<file path="src/rtl/arraymux_pkg.sv">
package arraymux_pkg;

  localparam int NUM_PHASES = 4;

  // byte index of each phase inside the packed delay word
  localparam int PH_SEL  = 0;
  localparam int PH_RES  = 1;
  localparam int PH_HALT = 2;
  localparam int PH_POST = 3;

  // register word addresses
  localparam int ADR_MODE   = 0;
  localparam int ADR_STATUS = 1;
  localparam int ADR_DELAY  = 2;

  localparam logic [3:0] STS_MEM_DONE   = 4'h0;
  localparam logic [3:0] STS_HALTING    = 4'h1;
  localparam logic [3:0] STS_POSTHALT   = 4'h2;
  localparam logic [3:0] STS_LOGIC_DONE = 4'h3;
  localparam logic [3:0] STS_OPEN       = 4'h4;
  localparam logic [3:0] STS_RESUME     = 4'h5;

  typedef enum logic [2:0] {
    ST_IDLE,
    ST_HALT,
    ST_POST,
    ST_SEL,
    ST_RES
  } seq_state_t;

endpackage

</file>
<file path="src/rtl/arraymux_regs.sv">
module arraymux_regs
  import arraymux_pkg::*;
#(
  parameter int              DATA_W     = 32,
  parameter int              ADDR_W     = 2,
  parameter int              FIELD_W    = 8,
  parameter logic [DATA_W-1:0] MODE_MEM   = 'h00,
  parameter logic [DATA_W-1:0] MODE_LOGIC = 'h02,
  parameter logic [DATA_W-1:0] DLY_RST    = '0
) (
  input  logic                                clk,
  input  logic                                rst,
  input  logic                                wr_en,
  input  logic [ADDR_W-1:0]                   wr_addr,
  input  logic [DATA_W-1:0]                   wr_data,
  input  logic                                rd_en,
  input  logic [ADDR_W-1:0]                   rd_addr,
  input  logic [3:0]                          status,
  output logic [DATA_W-1:0]                   rd_data,
  output logic [NUM_PHASES-1:0][FIELD_W-1:0]  dly,
  output logic                                req_valid,
  output logic                                req_logic
);

  localparam int PACK_W = NUM_PHASES * FIELD_W;

  logic [DATA_W-1:0] mode_q;
  logic [DATA_W-1:0] dly_q;

  // only the two known encodings form a request
  always_comb begin
    req_valid = wr_en && (wr_addr == ADDR_W'(ADR_MODE)) &&
                ((wr_data == MODE_MEM) || (wr_data == MODE_LOGIC));
    req_logic = (wr_data == MODE_LOGIC);
  end

  always_ff @(posedge clk) begin
    if (rst) begin
      mode_q <= MODE_LOGIC;
      dly_q  <= DLY_RST;
    end else begin
      if (req_valid) mode_q <= wr_data;
      if (wr_en && (wr_addr == ADDR_W'(ADR_DELAY))) dly_q <= wr_data;
    end
  end

  for (genvar g = 0; g < NUM_PHASES; g++) begin : g_field
    assign dly[g] = dly_q[g*FIELD_W +: FIELD_W];
  end

  always_ff @(posedge clk) begin
    if (rst) begin
      rd_data <= '0;
    end else if (rd_en) begin
      case (rd_addr)
        ADDR_W'(ADR_MODE):   rd_data <= mode_q;
        ADDR_W'(ADR_STATUS): rd_data <= {{(DATA_W-4){1'b0}}, status};
        ADDR_W'(ADR_DELAY):  rd_data <= dly_q;
        default:             rd_data <= '0;
      endcase
    end
  end

  if (PACK_W > DATA_W) begin : g_bad_width
    initial $error("delay fields do not fit the data word");
  end

endmodule

</file>
<file path="src/rtl/arraymux_fsm.sv">
module arraymux_fsm
  import arraymux_pkg::*;
#(
  parameter int FIELD_W = 8
) (
  input  logic                               clk,
  input  logic                               rst,
  input  logic                               req_valid,
  input  logic                               req_logic,
  input  logic [NUM_PHASES-1:0][FIELD_W-1:0] dly,
  output logic                               hs_logic_en,
  output logic                               hs_mem_en,
  output logic                               clk_halt,
  output logic [3:0]                         status
);

  seq_state_t         state_q;
  logic [FIELD_W-1:0] cnt_q;
  logic               rail_q;        // 1: logic rail selected
  logic               tgt_q;
  logic               pend_q;
  logic               pend_logic_q;
  logic               start_req;
  logic               start_tgt;
  logic               start_go;

  function automatic logic [3:0] done_code(input logic on_logic);
    return on_logic ? STS_LOGIC_DONE : STS_MEM_DONE;
  endfunction

  // a fresh write outranks a held one
  always_comb begin
    if (req_valid) begin
      start_req = 1'b1;
      start_tgt = req_logic;
    end else begin
      start_req = pend_q;
      start_tgt = pend_logic_q;
    end
    start_go = (state_q == ST_IDLE) && start_req && (start_tgt != rail_q);
  end

  always_ff @(posedge clk) begin
    if (rst) begin
      state_q      <= ST_IDLE;
      cnt_q        <= '0;
      rail_q       <= 1'b1;
      tgt_q        <= 1'b1;
      pend_q       <= 1'b0;
      pend_logic_q <= 1'b0;
      hs_logic_en  <= 1'b1;
      hs_mem_en    <= 1'b0;
      clk_halt     <= 1'b0;
      status       <= STS_LOGIC_DONE;
    end else if (state_q == ST_IDLE) begin
      pend_q <= 1'b0;
      if (start_go) begin
        state_q  <= ST_HALT;
        cnt_q    <= dly[PH_HALT];
        clk_halt <= 1'b1;
        status   <= STS_HALTING;
        tgt_q    <= start_tgt;
      end
    end else begin
      if (req_valid) begin
        pend_q       <= 1'b1;
        pend_logic_q <= req_logic;
      end
      if (cnt_q != '0) begin
        cnt_q <= cnt_q - 1'b1;
      end else begin
        case (state_q)
          ST_HALT: begin
            state_q <= ST_POST;
            cnt_q   <= dly[PH_POST];
            status  <= STS_POSTHALT;
          end
          ST_POST: begin
            state_q     <= ST_SEL;
            cnt_q       <= dly[PH_SEL];
            hs_logic_en <= 1'b0;
            hs_mem_en   <= 1'b0;
            status      <= STS_OPEN;
          end
          ST_SEL: begin
            state_q     <= ST_RES;
            cnt_q       <= dly[PH_RES];
            hs_logic_en <= tgt_q;
            hs_mem_en   <= !tgt_q;
            rail_q      <= tgt_q;
            status      <= STS_RESUME;
          end
          default: begin
            state_q  <= ST_IDLE;
            clk_halt <= 1'b0;
            status   <= done_code(tgt_q);
          end
        endcase
      end
    end
  end

endmodule

</file>
<file path="src/rtl/arraymux_seq.sv">
module arraymux_seq
  import arraymux_pkg::*;
#(
  parameter int                DATA_W     = 32,
  parameter int                ADDR_W     = 2,
  parameter int                FIELD_W    = 8,
  parameter logic [DATA_W-1:0] MODE_MEM   = 'h00,
  parameter logic [DATA_W-1:0] MODE_LOGIC = 'h02,
  parameter logic [DATA_W-1:0] DLY_RST    = '0
) (
  input  logic              clk,
  input  logic              rst,
  input  logic              wr_en,
  input  logic [ADDR_W-1:0] wr_addr,
  input  logic [DATA_W-1:0] wr_data,
  input  logic              rd_en,
  input  logic [ADDR_W-1:0] rd_addr,
  output logic [DATA_W-1:0] rd_data,
  output logic              hs_logic_en,
  output logic              hs_mem_en,
  output logic              clk_halt
);

  logic [NUM_PHASES-1:0][FIELD_W-1:0] dly_w;
  logic                               req_valid_w;
  logic                               req_logic_w;
  logic [3:0]                         status_w;

  arraymux_regs #(
    .DATA_W    (DATA_W),
    .ADDR_W    (ADDR_W),
    .FIELD_W   (FIELD_W),
    .MODE_MEM  (MODE_MEM),
    .MODE_LOGIC(MODE_LOGIC),
    .DLY_RST   (DLY_RST)
  ) u_regs (
    .clk      (clk),
    .rst      (rst),
    .wr_en    (wr_en),
    .wr_addr  (wr_addr),
    .wr_data  (wr_data),
    .rd_en    (rd_en),
    .rd_addr  (rd_addr),
    .status   (status_w),
    .rd_data  (rd_data),
    .dly      (dly_w),
    .req_valid(req_valid_w),
    .req_logic(req_logic_w)
  );

  arraymux_fsm #(
    .FIELD_W(FIELD_W)
  ) u_fsm (
    .clk        (clk),
    .rst        (rst),
    .req_valid  (req_valid_w),
    .req_logic  (req_logic_w),
    .dly        (dly_w),
    .hs_logic_en(hs_logic_en),
    .hs_mem_en  (hs_mem_en),
    .clk_halt   (clk_halt),
    .status     (status_w)
  );

endmodule

</file>
<file path="config.mk">
export PLATFORM = sky130hd
export DESIGN_NAME = arraymux_seq
export DESIGN_NICKNAME = d
export VERILOG_FILES = /design/src/rtl/arraymux_pkg.sv /design/src/rtl/arraymux_regs.sv /design/src/rtl/arraymux_fsm.sv /design/src/rtl/arraymux_seq.sv
export SDC_FILE = /design/constraint.sdc
export NUM_CORES = 1
export LEC_CHECK = 0
export ABC_AREA = 1
export BUFFER_PORTS_ARGS = -buffer_cell sky130_fd_sc_hd__buf_2
export CAP_MARGIN = 0
export CORE_ASPECT_RATIO = 0.6
export CORE_MARGIN = 2
export CORE_UTILIZATION = 57
export DETAILED_ROUTE_END_ITERATION = 12
export PLACE_DENSITY_LB_ADDON = 0.1
export SYNTH_ARGS = -nofsm -noshare
export SYNTH_HDL_FRONTEND = slang
export SYNTH_HIERARCHICAL = 1
export SYNTH_SLANG_ARGS = --single-unit
</file>
<file path="constraint.sdc">
create_clock -name clk -period 2 [get_ports clk]
set_input_delay 0.2 -clock clk [delete_from_list [all_inputs] [get_ports clk]]
set_output_delay 0.2 -clock clk [all_outputs]
set_load 0.02 [all_outputs]
</file>
Word level (Yosys, flattened, before mapping)
Index checks and enable logic that the tools add are counted.

word-level totals
  bits in registers = 118
  ROM bits = 0
  input bits = 40
  output and inout bits = 35
  word-level logic and storage cells = 71
  latch bits = 0
  memories kept = 0
  RAM bits = 0

operators by class
  div/mod/pow operators = 0
  $add $sub $neg = 1
  bitwise logic cells = 2
  mux-type cells = 22
  eq/ne operators = 11
  shift-type cells = 0
  reductions and logical operators = 22
  multiply operators = 0
  magnitude comparators = 0

operators by type and width
  kind                                                   count
  one-hot mux 32 bit (3 select lines)                    1
  equality test 32 x 2 -> 1 bit, second input constant   1
  zero test 32 bit                                       1
  2-to-1 mux 8 bit                                       3
  one-hot mux 8 bit (3 select lines)                     1
  2-to-1 mux 4 bit                                       3
  one-hot mux 4 bit (3 select lines)                     1
  2-to-1 mux 3 bit                                       3
  one-hot mux 3 bit (3 select lines)                     1
  AND reduction 3 bit                                    3
  nonzero test 8 bit                                     1
  subtractor 8 x 1 -> 8 bit, second input constant       1
  equality test 3 x 2 -> 1 bit, second input constant    2
  2-to-1 mux 1 bit                                       6
  inequality test 2 x 1 -> 1 bit, second input constant  3
  AND reduction 2 bit                                    3
  logical AND 1 bit                                      5
  nonzero test 5 bit                                     1
  equality test 2 bit, second input constant             2
  zero test 2 bit                                        2
  one-hot mux 1 bit (2 select lines)                     2
  equality test 3 x 1 -> 1 bit, second input constant    1
  zero test 3 bit                                        1
  OR reduction 3 bit                                     1
  8 further kinds                                        9

Logic depth before layout (Yosys ltp)
  word-level depth = 8
  gate-level depth with buffers = 18
  gate-level depth less buffers = 18

Modules after synthesis
The synthesis kept the hierarchy.

modules (own cells, without submodules)
  module         times used  cells each  area an instance (µm²)
  arraymux_regs  1           507         3898.7
  arraymux_fsm   1           231         1400.1

Worst setup path before layout
Ideal clock, no wire load.

  kind = in2reg
  start = input port wr_data[19]
  end = register u_fsm.cnt_q[4]
  stages = 16
  arrival = 1.563 ns
  setup slack = 0.320 ns
  cells stage by stage = nor2_1 > nand2_1 > nor2_1 > nand2_1 > nor2_2 > nand2_2 > inv_1 > nor2_1 > nor2_2 > nand3_2 > nand2_2 > nand2_4 > inv_4 > nand2_1 > nor2_1 > nor2_1

between the ends
  cells in the longest elaborated chain, start to end = 8
  elaborated cells on any way between the ends = 11
  classes of those cells = 3 x eq/ne; 2 x mux; 6 x reduce/logical

RTL lines
  what                                                                      line                 RTL
  from (decl)                                                               arraymux_seq.sv:15   input logic [DATA_W-1:0] wr_data,
  equality test 32 x 2 -> 1 bit / zero test 32 bit (equally long branches)  arraymux_regs.sv:33  ((wr_data == MODE_MEM) || (wr_data == MODE_LOGIC));
  logical OR 1 bit (*)                                                      arraymux_regs.sv:33
  logical AND 1 bit (*)                                                     arraymux_regs.sv:32  req_valid = wr_en && (wr_addr == ADDR_W'(ADR_MODE)) &&
  named net req_valid_w                                                     arraymux_seq.sv:25   logic req_valid_w;
  2-to-1 mux 1 bit                                                          n/a
  inequality test 1 bit / logical AND 1 bit (equally long branches)         arraymux_fsm.sv:40   start_go = (state_q == ST_IDLE) && start_req && (start_tgt != rail_q);
  logical AND 1 bit (*)                                                     arraymux_fsm.sv:40
  inequality test 2 x 1 -> 1 bit (no line) (*)                              n/a
  AND reduction 2 bit (no line) (*)                                         n/a
  to (signal assigned)                                                      arraymux_fsm.sv:59   cnt_q <= dly[PH_HALT];
  to (signal assigned)                                                      arraymux_fsm.sv:70   cnt_q <= cnt_q - 1'b1;
  to (signal assigned)                                                      arraymux_fsm.sv:75   cnt_q <= dly[PH_POST];
  to (decl)                                                                 arraymux_fsm.sv:18   logic [FIELD_W-1:0] cnt_q;

Mark *: on every way through the listed nets, which the timed path passes. The rest lies on a longest branch.
A chain may end at the register's enable or synchronous reset.

Final worst setup path
  start = register u_fsm.cnt_q[0]
  end = register u_fsm.cnt_q[0]

between the ends
  cells in the longest elaborated chain, start to end = 3
  elaborated cells on any way between the ends = 6
  classes of those cells = 1 x add/sub; 2 x mux; 3 x reduce/logical

RTL lines
  what                                                                    line
  subtractor 8 x 1 -> 8 bit / nonzero test 8 bit (equally long branches)  arraymux_fsm.sv:70, arraymux_fsm.sv:69
  2-to-1 mux 8 bit / nonzero test 5 bit (equally long branches)           n/a
  2-to-1 mux 8 bit / AND reduction 2 bit (equally long branches)          n/a

Several ways; a longest one is shown, not always the timed one.

==> summary.md <==
| Metric | Value |
|---|---|
| Status | completed |
| Placement row count | 27 |
| Hold Path End | u_regs/dly[2] |
| Vias in the first global route | 4672 |
| Global route overflow | 0 |
| Fin crit share | 87.2% |
| Grt met2 use | 43.8% |
| Cell accounting for the most synthesized area | dfxtp_1 |
| DR WL/cell | 14.7 um |
| Startpoint types | flop |
| Postcts setup bufs | 0 |
| Area contributors post-synth | dfxtp_1 44%, nand2_1 11%, inv_1 8.8% |
| Starting Density | 58.3% |
| Clock-pin slew on the worst setup and hold paths | 0.05 ns |
| Inserted Diodes | 0 |
| Layout Utilization | 70.2% |
| DIE AREA | 10100 um^2 |
| Vias per inst | 5.32 |
| CTS tree | built |
| R2R cell count | 11 |
| Initial antenna violation count | 0 |
| Met3 GRT Util | 5.04% |
| FF-to-FF End | u_fsm/cnt_q[0] |
| Gr busiest metal | met2 |
| Cell repeated most along the worst path | nand2_1 |
| Worst skew pair latency | 0.41 ns |
| Share of layout cells above drive strength 1 | 19.5% |
| Flop2flop setup slack | 0.26 ns |
| RSZ-0062 raised after global routing | false |
| Post-synth top cells | 158 x nand2_1, 124 x inv_1, 117 x dfxtp_1 |
| Pin count of the biggest net entering global routing | 76 |
| Yosys top cell area share | 44.2% |
| Post-detailed-route count of antenna-violating nets | 0 |
| Aggregate global-route resource usage | 28.7% |
| Final Critical Period | 1.74 ns |
| Synth cell types | 30 |
| Worst hold stages | 3 |
| Cell Area, Synth | 5300 um^2 |
| Number of synthesized register bits | 117 |
| HP Class | in -> reg |
| Longest Clk Path Bufs | 2 |
| CP max stage delay | 0.32 ns |
| Synth warn | 6 |
| Final Net Count | 858 |
| CTS Buf Count | 17 |
| Worst Path Required | 2.30 ns |
| Die height | 78.7 um |
| Core area | 9090 um^2 |
| Post-CTS sizing | 0 |
| Post-Route Skew | 0.00787 ns |
| Critical-path cell list | inv_1 > ha_1 > nand3_1 > inv_1 > nand2_1 > nor2_4 > nand2_1 > nand3_1 > nand2_1 > nand2_1 > nor2_1 |
| # fillers | 769 |
| Remaining DRCs | 0 |
| Worst Setup Path Type | reg -> reg |
| First-pass DRT Iterations | 6 |
| M1 GR Usage | 40.9% |
| Slowest-stage cell, CP | dfxtp_1 |
| Port Buf Inserts | 74 |
| Cell with the most instances after synthesis | nand2_1 |
| FFs w/ async S/R, synth | 0% |
| Worst hold margin | 0.0664 ns |
| Slew Limit Fails | 0 |
| Clock sink count | 117 |
| Net count after synthesis | 780 |
| PwrDens | 1070 nW/um^2 |
| Area delta synth->final | 20.4% |
| Hold_sp | wr_data[2] |
| CP arrival | 2.05 ns |
| Die X | 128 um |
| First-pass GRT wire length | 22.6 mm |
| Mean post-synth cell area | 7.18 um^2 |
| Syn Inst Count | 738 |
| Main synth FF type | dfxtp_1 |
| Max Cap Viol | 0 |
| Reg-to-reg startpoint | u_fsm/cnt_q[0] |
| Crit Path Max Fanout | 6 |
| GP Congestion | 0.935 |
| Root Driver | clkbuf_16 |
| Final Hold Fails | 0 |
| Max Clk Rate | 573 MHz |
| Initial DRC Count | 427 |
| Final setup viols | 0 |
| CTS Hold Bufs | 0 |
| Leak Pwr | 3.18 nW |
| Final WL | 13.9 mm |
| Maximum vdd drop | 0.576 mV |
| Post-synthesis sequential area ratio | 44.2% |
| Final worst setup slack | 0.256 ns |
| Htree depth | 4 |
| Critical path capture point type | flop |
| Routed via count | 5029 |
| Worst Setup Slack post-DPL | -0.0916 ns |
| Number of synthesized flops with an enable pin | 0 |
| Hpwl dp | 9.79 mm |
| I/O Pins | 75 |
-- layer usage --
metal | vias to the layer above | share of wire (%)
met1 | 2299 | 48
met2 | 201 | 43
li1 | 2511 | -
met5 | - | 0
met4 | 0 | 1.2
met3 | 18 | 7.4
-- worst max-delay path by stage --
stage	slack (ns)	from	end
finish	0.26	u_fsm/cnt_q[0]	u_fsm/cnt_q[0]
global placement	0.03	wr_data[19]	u_fsm/cnt_q[3]
detailed placement	-0.09	wr_data[19]	u_fsm/cnt_q[4]
CTS	0.30	u_fsm/cnt_q[0]	u_fsm/cnt_q[0]
global route	0.09	wr_data[28]	u_fsm/cnt_q[3]
floorplan	0.32	wr_data[19]	u_fsm/cnt_q[4]
-- report_power, final --
group	internal (mW)	switching (mW)	leakage, nW
clock	2.05	1.03	0.286
sequential	2.46	0.0852	0.953
combinational	0.382	0.804	1.94
total	4.89	1.92	3.18
-- state kept, by name, indices dropped and copies added, names as in the netlist, 3 cells and up --
| name | count |
|---|---|
| u_regs/dly | 32 |
| u_fsm/status | 3 |
| u_regs/rd_data | 32 |
| u_regs/mode_q | 32 |
| u_fsm/state_q | 3 |
| u_fsm/cnt_q | 8 |
-- cell type report --
cell class | instances | area, um^2 | area share [%]
inverters | 131 | 497 | 7.79
well taps | 116 | 145 | 2.28
repair buffers | 94 | 546 | 8.55
clock inverters | 8 | 123 | 1.92
clock buffers | 24 | 482 | 7.55
multi-input cells | 455 | 2240 | 35.2
flip-flops and latches | 117 | 2340 | 36.7
-- critical path, delay by kind of cell (launching register included) --
family                     cells  cell delay (ns)
and+or+nand+nor                8             0.98
DFF                            1             0.32
buffers and inverters          2             0.18
adders and majority gates      1             0.17
-- logic make-up (layout without fill, tap and decap cells) --
family / count (synthesis) / count (layout) / synth area share [%]
AOI/OAI and AO/OA: 130 / 130 / 14.4
adders and majority gates: 2 / 2 / 0.472
buffers and inverters: 166 / 257 / 13.5
DFF: 117 / 117 / 44.2
other: 1 / 1 / 0.0708
and+or+nand+nor: 322 / 322 / 27.4
-- cells in the final DEF, fill, tap and decap left out, drive strengths merged, types with 2 or more instances in the layout --
cell type / synthesis / layout
clkbuf: 14 / 24
nand2: 165 / 165
o221ai: 28 / 28
a21oi: 46 / 46
clkinvlp: 0 / 3
ha: 2 / 2
inv: 131 / 131
nor2: 82 / 82
o21ai: 54 / 54
bufinv: 0 / 3
clkinv: 0 / 2
nand4: 3 / 3
dfxtp: 117 / 117
buf: 21 / 94
or2: 3 / 3
nand3: 66 / 66
-- metrics by stage --
stage	instance area, um^2	total power, mW	TNS (ns)	std cells
after floorplan	5300	3.42	0	738
after global placement	5770	3.73	0	913
after detailed placement	5770	3.75	-0.345	913
after CTS	6380	6.83	0	945
after global routing	6380	7.12	0	945
final	6380	6.81	0	945
Power figures use the tool's default switching activity.
